<file path="config.mk">
export PLATFORM = sky130hd
export DESIGN_NAME = mandel_ring
export DESIGN_NICKNAME = d
export VERILOG_FILES = /design/src/rtl/mandel_pkg.sv /design/src/rtl/mandel_mult.sv /design/src/rtl/mandel_delay.sv /design/src/rtl/mandel_step.sv /design/src/rtl/mandel_ring.sv
export SDC_FILE = /design/constraint.sdc
export NUM_CORES = 2
export LEC_CHECK = 0
export BUFFER_PORTS_ARGS = -buffer_cell sky130_fd_sc_hd__buf_4
export CORE_UTILIZATION = 65
export DETAILED_ROUTE_END_ITERATION = 6
export GPL_ROUTABILITY_DRIVEN = 0
export GPL_TIMING_DRIVEN = 0
export PLACE_DENSITY = 0.91
export SETUP_SLACK_MARGIN = 0.1
export SYNTH_ARGS = -nofsm -noshare
export SYNTH_HDL_FRONTEND = slang
export SYNTH_SLANG_ARGS = --single-unit
</file>
<file path="constraint.sdc">
create_clock -name clk -period 16.1 [get_ports clk]
set_input_delay 3.22 -clock clk [delete_from_list [all_inputs] [get_ports clk]]
set_output_delay 3.22 -clock clk [all_outputs]
set_load 0.05 [all_outputs]
</file>
<file path="src/rtl/mandel_pkg.sv">
package mandel_pkg;

    localparam int DW    = 18;       // operand width of every multiply
    localparam int FW    = 15;       // fraction bits
    localparam int PW    = 2 * DW;   // full product width
    localparam int TAG_W = 8;
    localparam int CNT_W = 10;

    typedef logic signed [DW-1:0] fx_t;
    typedef logic signed [PW-1:0] wide_t;

    // one point held in a ring slot
    typedef struct packed {
        logic             valid;
        logic             fin;     // finished and parked, waiting for output
        fx_t              zr;
        fx_t              zi;
        fx_t              cr;
        fx_t              ci;
        logic [TAG_W-1:0] tag;
        logic [CNT_W-1:0] cnt;
    } slot_t;

    // a slot after the multiply stage, with its products attached
    typedef struct packed {
        slot_t s;
        wide_t rr;    // zr^2, scaled back to FW fraction bits
        wide_t ii;    // zi^2, scaled back
        wide_t ri2;   // 2*zr*zi, scaled back
    } stage_t;

    typedef struct packed {
        slot_t  s0;
        stage_t s1;
    } ring_regs_t;

endpackage

</file>
<file path="src/rtl/mandel_mult.sv">
module mandel_mult
    import mandel_pkg::*;
(
    input  slot_t  slot_i,
    output stage_t prod_o
);

    function automatic wide_t mul18(input fx_t a, input fx_t b);
        wide_t ea;
        wide_t eb;
        ea = PW'(a);
        eb = PW'(b);
        return ea * eb;
    endfunction

    wide_t p_rr;
    wide_t p_ii;
    wide_t p_ri;

    always_comb begin
        p_rr = mul18(slot_i.zr, slot_i.zr);
        p_ii = mul18(slot_i.zi, slot_i.zi);
        p_ri = mul18(slot_i.zr, slot_i.zi);

        prod_o.s   = slot_i;
        prod_o.rr  = p_rr >>> FW;
        prod_o.ii  = p_ii >>> FW;
        prod_o.ri2 = p_ri >>> (FW - 1);
    end

endmodule

</file>
<file path="src/rtl/mandel_delay.sv">
module mandel_delay
    import mandel_pkg::*;
#(
    parameter int N = 6
) (
    input  logic   clk,
    input  logic   rst_n,
    input  stage_t d_i,
    output stage_t q_o
);

    generate
        if (N == 0) begin : g_pass
            assign q_o = d_i;
        end else begin : g_pipe
            stage_t pipe_d [N];
            stage_t pipe_q [N];

            always_comb begin
                pipe_d[0] = d_i;
                for (int i = 1; i < N; i++) begin
                    pipe_d[i] = pipe_q[i-1];
                end
            end

            always_ff @(posedge clk) begin
                for (int i = 0; i < N; i++) begin
                    if (!rst_n) begin
                        pipe_q[i] <= '0;
                    end else begin
                        pipe_q[i] <= pipe_d[i];
                    end
                end
            end

            assign q_o = pipe_q[N-1];
        end
    endgenerate

endmodule

</file>
<file path="src/rtl/mandel_step.sv">
module mandel_step
    import mandel_pkg::*;
(
    input  stage_t           ret_i,
    input  logic [CNT_W-1:0] max_iter,
    input  logic             in_valid,
    input  fx_t              in_cr,
    input  fx_t              in_ci,
    input  logic [TAG_W-1:0] in_tag,
    input  logic             out_ready,
    output logic             in_ready,
    output logic             out_valid,
    output logic [TAG_W-1:0] out_tag,
    output logic [CNT_W-1:0] out_count,
    output slot_t            next_o
);

    typedef logic signed [PW:0] acc_t;

    localparam acc_t ESC_LIM = acc_t'(4 <<< FW);
    localparam acc_t SAT_HI  = acc_t'((2 ** (DW - 1)) - 1);
    localparam acc_t SAT_LO  = -SAT_HI - acc_t'(1);

    function automatic acc_t ext_fx(input fx_t v);
        return acc_t'(v);
    endfunction

    function automatic acc_t ext_w(input wide_t v);
        return acc_t'(v);
    endfunction

    function automatic fx_t clamp(input acc_t v);
        fx_t r;
        if (v > SAT_HI) begin
            r = fx_t'(SAT_HI);
        end else if (v < SAT_LO) begin
            r = fx_t'(SAT_LO);
        end else begin
            r = v[DW-1:0];
        end
        return r;
    endfunction

    acc_t  mag;
    acc_t  zr_sum;
    acc_t  zi_sum;
    logic  escaped;
    logic  at_limit;
    logic  done_now;
    logic  leaving;
    logic  slot_free;
    slot_t fresh;
    slot_t stepped;
    slot_t parked;

    always_comb begin
        mag      = ext_w(ret_i.rr) + ext_w(ret_i.ii);
        escaped  = mag > ESC_LIM;
        at_limit = ret_i.s.cnt >= max_iter;
        done_now = ret_i.s.valid && (ret_i.s.fin || escaped || at_limit);

        leaving   = done_now && out_ready;
        slot_free = !ret_i.s.valid || leaving;

        zr_sum = ext_w(ret_i.rr) - ext_w(ret_i.ii) + ext_fx(ret_i.s.cr);
        zi_sum = ext_w(ret_i.ri2) + ext_fx(ret_i.s.ci);

        fresh       = '0;
        fresh.valid = in_valid;
        fresh.cr    = in_cr;
        fresh.ci    = in_ci;
        fresh.tag   = in_tag;

        stepped     = ret_i.s;
        stepped.zr  = clamp(zr_sum);
        stepped.zi  = clamp(zi_sum);
        stepped.cnt = ret_i.s.cnt + CNT_W'(1);

        parked      = ret_i.s;
        parked.fin  = 1'b1;

        if (slot_free) begin
            next_o = fresh;
        end else if (done_now) begin
            next_o = parked;
        end else begin
            next_o = stepped;
        end

        in_ready  = slot_free;
        out_valid = done_now;
        out_tag   = ret_i.s.tag;
        out_count = ret_i.s.cnt;
    end

endmodule

</file>
<file path="src/rtl/mandel_ring.sv">
module mandel_ring
    import mandel_pkg::*;
#(
    parameter int DEPTH = 8    // ring length in slots, at least 2
) (
    input  logic             clk,
    input  logic             rst_n,
    input  logic [CNT_W-1:0] max_iter,
    input  logic             in_valid,
    output logic             in_ready,
    input  logic [DW-1:0]    in_cr,
    input  logic [DW-1:0]    in_ci,
    input  logic [TAG_W-1:0] in_tag,
    output logic             out_valid,
    input  logic             out_ready,
    output logic [TAG_W-1:0] out_tag,
    output logic [CNT_W-1:0] out_count
);

    localparam int TAIL = DEPTH - 2;

    ring_regs_t r_d;
    ring_regs_t r_q;
    stage_t     mult_out;
    stage_t     ret;
    slot_t      entry_next;

    // observation points for the bound checker
    logic             s0_valid;
    logic             s0_fin;
    logic [TAG_W-1:0] s0_tag;
    logic [CNT_W-1:0] s0_cnt;

    mandel_mult u_mult (
        .slot_i (r_q.s0),
        .prod_o (mult_out)
    );

    mandel_delay #(.N(TAIL)) u_tail (
        .clk   (clk),
        .rst_n (rst_n),
        .d_i   (r_q.s1),
        .q_o   (ret)
    );

    mandel_step u_step (
        .ret_i     (ret),
        .max_iter  (max_iter),
        .in_valid  (in_valid),
        .in_cr     (fx_t'(in_cr)),
        .in_ci     (fx_t'(in_ci)),
        .in_tag    (in_tag),
        .out_ready (out_ready),
        .in_ready  (in_ready),
        .out_valid (out_valid),
        .out_tag   (out_tag),
        .out_count (out_count),
        .next_o    (entry_next)
    );

    always_comb begin
        r_d    = r_q;
        r_d.s0 = entry_next;
        r_d.s1 = mult_out;
    end

    always_ff @(posedge clk) begin
        if (!rst_n) begin
            r_q <= '0;
        end else begin
            r_q <= r_d;
        end
    end

    assign s0_valid = r_q.s0.valid;
    assign s0_fin   = r_q.s0.fin;
    assign s0_tag   = r_q.s0.tag;
    assign s0_cnt   = r_q.s0.cnt;

endmodule


</file>
* Word level (Yosys, flattened, before mapping)
Memories as Yosys holds them, arrays and structs flattened.
Index checks and enable logic that the tools add are counted.
** Word-level totals
- Register bits after elaboration :: 248
- Memories kept :: 1
- Logic and storage cells :: 62
- Bits in latches :: 0
- Output and inout port bits :: 20
- Bits in writable memories :: 1200
- Input port bits :: 58
- Memory bits (read-only) :: 0
** Memory list
- u_tail.g_pipe.pipe_q :: words 6, bits a word 200, rd ports 6, clocked after memory_dff 0, write ports 6, RTL line mandel_delay.sv:17 : stage_t pipe_q [N];
** Operators by class
- Add/sub/neg operators :: 5
- Equal/unequal tests :: 0
- Muxes and demuxes :: 14
- $lt $le $gt $ge :: 6
- Div/mod/pow operators :: 0
- Multipliers :: 3
- Bitwise operators :: 7
- Reduce and logical (&&, ||, !) cells :: 7
- Shift operators :: 0
** Operators by type and width (count)
- 2-to-1 mux 200 bit :: 6
- multiplier 18 x 18 -> 36 bit :: 3
- 2-to-1 mux 92 bit :: 1
- 2-to-1 mux 91 bit :: 1
- > comparator 37 x 18 -> 1 bit (second input constant) :: 2
- < comparator 37 x 18 -> 1 bit (second input constant) :: 2
- 2-to-1 mux 18 bit :: 4
- adder 36 x 18 -> 37 bit :: 1
- adder 36 x 36 -> 37 bit :: 1
- adder 37 x 18 -> 37 bit :: 1
- > comparator 37 x 19 -> 1 bit (second input constant) :: 1
- subtractor 36 x 36 -> 37 bit :: 1
- adder 10 x 1 -> 10 bit (second input constant) :: 1
- >= comparator 10 bit :: 1
- bitwise OR 1 bit :: 6
- logical OR 1 bit :: 3
- logical AND 1 bit :: 2
- 2-to-1 mux 1 bit :: 2
- OR reduction 2 bit :: 1
- logical NOT 1 bit :: 1
- inverter 1 bit :: 1

* Longest topological paths before layout
An unclocked memory read counts as a cell.
- Depth in word-level cells :: 9
- Gate-level depth with buffers :: 28
- Depth with buffers taken out :: 26

* Modules after synthesis
Synthesis repeated with hierarchy kept, for this count alone.
** Second synthesis, totals
- Cells, all modules :: 8402
- Area, all modules :: 84649.9 um2
** By module, submodules not included
- mandel_mult :: sequential area each 0.0 um2, cells each 3740, times used 1, area an instance 33918.8 um2
- mandel_delay :: sequential area each 24023.0 um2, cells each 2533, times used 1, area an instance 32198.4 um2
- mandel_step :: sequential area each 0.0 um2, cells each 1513, times used 1, area an instance 10586.4 um2
- mandel_ring :: sequential area each 5845.6 um2, cells each 616, times used 1, area an instance 7946.4 um2

* Least setup slack after synthesis
Ideal clock, no wire load.
- Path kind :: input -> output
- Start :: input port max_iter[0]
- End :: output port out_valid
- Setup slack :: 7596 ps
- Stages on the path :: 12
- Arrival time :: 5284 ps
- Data required time :: 12880 ps
- Buffers on the path :: 2
- Cells stage by stage :: ha_1 > nand2b_1 > a21o_1 > a21oi_1 > o21ai_0 > a21oi_1 > o21ai_0 > a31o_2 > nand2_1 > o21ai_1 > buf_2 > clkbuf_1
** On the way
- Longest elaborated chain between the ends :: 3
** Ends and longest elaborated chain
- start: declaration :: RTL line mandel_ring.sv:8 : input logic [CNT_W-1:0] max_iter,
- >= comparator 10 bit :: RTL line mandel_step.sv:59 : at_limit = ret_i.s.cnt >= max_iter;
- logical OR 1 bit :: RTL line mandel_step.sv:60 : done_now = ret_i.s.valid && (ret_i.s.fin || escaped || at_limit);
- logical AND 1 bit :: RTL line mandel_step.sv:60
- end: declaration :: RTL line mandel_ring.sv:14 : output logic out_valid,
Every way passes these cells.

* Worst setup path in the final report
- Start :: register r_q[269] (netlist name)
- End :: register r_q[56] (netlist name)
** On the way
- Longest elaborated chain between the ends :: 1
** Ends and longest elaborated chain
- start: declaration :: RTL line mandel_ring.sv:23 : ring_regs_t r_q;
- start signal: assignment :: RTL line mandel_ring.sv:71 : r_q <= r_d;
- multiplier 18 x 18 -> 36 bit :: RTL line mandel_mult.sv:13 : return ea * eb;
Every way passes these cells.
A chain may end at the register's enable or synchronous reset.

==> metrics.cfg <==
[sta]
period_share_pct=60.7
max_freq_mhz=102
drv_slew=11
period_minus_slack_ps=9780
fin_skew_ps=50.9
fin_hold_ws_ps=413
relSlewSlack_pct=-2.56
finalSetupTns_ps=0
rsz0062_at_grt=no
tightest_slew_ps=1540
finalSetupViolations=0
hold_violations=0

[pwr]
power_frac_comb_pct=2.1
clock_power_share_pct=46.2
vdd_ir_drop_max_mv=0.0952
pwr_density_cell_mw_per_mm2=74.9
p_sw_share_pct=21.6
seqPwrFrac_pct=51.7
p_sw_mw=1.23
p_int_mw=4.47
power_leakage_nw=37.5

[die]
num_io_pins=78
initial_utilization_pct=65.5
die_w_um=330
core_area_mm2=0.107
fp-row-count=120
die_y_um=330
die_area_mm2=0.109

[clock_network]
clockRootBuffer=clkbuf_16
clock-sinks=1184
cts_buffers=102
ctsHoldBuffers=0
clk_pin_slew_ps=70
postCtsSetupBuffers=0
cts_buffer_depth=3
h-tree-depth=3
cts_tree=yes
clock_latency_ps=700
cts_resized=0

[logic_synthesis]
yosys_warnings=0
synth_top_flop_cell=dfxtp_1
yosysUniqueCellTypes=77
synth-seq-cells=1184
yosys.area.top_type=dfxtp_1
synth_nets=8320
async_flop_share_pct=0
synth_edf_count=0
yosysSeqAreaShare_pct=33.8
synth_area_per_cell_um2=10.1
syn-instance-count=6934
synth.top_cells.by_area=dfxtp_1 34%, fa_1 27%, and2_1 11%
synthesis.area_mm2=0.0701
synth_top_area_share_pct=33.8

[drt]
drtIter0Drc=5335
wl_um=195000
drc=39
viasPerCell=5.76
ant_nets=0
routedWlPerCell_um=22.6
num_vias=49600
dr.pass1.iters=7

[cells_and_area]
drive_above_1_share_pct=4.62
final_util_pct=71.1
final_nets=8501
area_delta_synth_final_pct=8.64
fill_cells=6612
stdcell_count=8621

[worst_setup_path]
cp_data_required_time_ps=16600
arrival_ps=10280
slowest_delay_ps=890
crit_path_frequent_cell=fa_1
path_max_fanout=12
critical_path_class=reg -> reg
crit_path_top_delay_cell=o311ai_0
endpoint_kind=register
cp-start-kind=register

[grt]
antenna_found_initial=22
grt_pass1_wl_um=297000
gr-total-overflow=0
grt_usage_pct=36.5
grt_pass1_vias=53500
grt_start_max_net_pins=18

[worst_hold_path]
worstHoldPathType=reg -> reg

[placed_design]
hpwl_um=141000
placed_cells=8414
port_buffers=77

[run_status]
status=complete, but fails checks
violations=design-rule violations, max-capacitance violations, max-slew violations

[job]
maxCapViolations=1

-- cell usage in the layout, fill, tap and decap left out, types with 56 or more instances in the layout --
cell type / netlist / final
mux2i_1: 56 / 56
nand2_1: 435 / 435
nor2_1: 270 / 270
fa_1: 935 / 935
and2_1: 1241 / 1241
a21oi_1: 102 / 102
inv_1: 1333 / 1333
ha_1: 393 / 393
xnor2_1: 93 / 93
dfxtp_1: 1184 / 1184
buf_4: 20 / 97
clkbuf_16: 0 / 102
o21ai_0: 59 / 59
clkbuf_1: 276 / 293
a21o_1: 57 / 57
-- cell families after synthesis --
| kind of cell | share of synthesized area (%) |
|---|---|
| fa+ha+maj | 33.7 |
| xor+xnor | 1.74 |
| simple gates | 16.8 |
| flops | 33.8 |
| compound gates | 4.08 |
| buf+inv | 8.99 |
| mux | 0.848 |
-- worst paths after layout --
path,start,end,slack (ps),cells after the start
min,u_tail.g_pipe.pipe_q[1][197],u_tail.g_pipe.pipe_q[1][397],410,1
min reg2reg,u_tail.g_pipe.pipe_q[1][197],u_tail.g_pipe.pipe_q[1][397],410,1
max reg2reg,r_q[269],r_q[56],6320,26
max,r_q[269],r_q[56],6320,26
-- metal layers --
| layer | GRT usage (%) | wire length, um | vias up | share of wire (%) |
|---|---|---|---|---|
| li1 | - | - | 21000 | - |
| met1 | 39.5 | 64300 | 24000 | 33 |
| met2 | 57.4 | 87900 | 3293 | 45 |
| met3 | 14.4 | 24600 | 1300 | 13 |
| met5 | 0.174 | 172 | - | 0.088 |
| met4 | 28.4 | 18200 | 22 | 9.3 |
-- flip-flops by register name, summed over array words and instances (netlist names) --
register and count:
s0_fin 1, s0_tag 8, u_tail.g_pipe.pipe_q 936, r_q 228, s0_valid 1, s0_cnt 10
-- metrics by stage --
| step | power [mW] | instance area (um^2) | setup slack, ps |
|---|---|---|---|
| final | 5.70 | 76100 | 6320 |
| after global routing | 5.84 | 76100 | 6080 |
| after CTS | 5.70 | 76100 | 6710 |
| after detailed placement | 3.13 | 72400 | 6830 |
| after global placement | 3.12 | 72400 | 6790 |
| after floorplan | 3.07 | 70100 | 7600 |
-- cell type report --
cell class	instances	area (um^2)	area share (%)
plain buffers	315	1270	1.67
diodes	15	37.5	0.0493
repair buffers	77	578	0.759
flip-flops and latches	1184	23700	31.1
inverters	1339	5030	6.60
well taps	1403	1760	2.31
clock buffers	139	2890	3.80
multi-input cells	4096	40100	52.6
clock inverters	53	791	1.04
-- cells in the mapped netlist (all sizes together) (6+ instances only) --
cell type	n
a211oi	19
a221oi	38
nand2b	34
mux2i	56
o211ai	14
nor4	9
nor2b	27
a21o	57
and4	6
xor2	46
o21ai	65
clkbuf	276
buf	39
a31o	11
and2	1241
ha	393
or2	8
a31oi	20
inv	1334
nor2	271
xnor2	93
fa	935
or3	9
nor3	35
o31ai	13
nand3	29
a21oi	103
nor3b	8
nand2	435
and3	18
dfxtp	1184
nand4	20
o21a	10
o21bai	9
-- power by group through the flow --
stage                     Clock [mW]  Combinational [mW]  Sequential (mW)
final                           2.64               0.118             2.95
after global routing            2.77               0.124             2.95
after CTS                       2.63               0.115             2.95
after detailed placement           0               0.111             3.02
after global placement             0               0.107             3.02
after floorplan                    0              0.0559             3.01
-- critical path, delay by kind of cell (launching register included) --
| family | cells | cell delay [ps] |
|---|---|---|
| AOI/OAI and AO/OA | 3 | 1290 |
| xor gates and xnor gates | 1 | 720 |
| adders and majority gates | 7 | 3450 |
| buffers and inverters | 7 | 1790 |
| DFF | 1 | 650 |
| and+or+nand+nor | 8 | 1710 |
(Power assumes the default switching activity.)
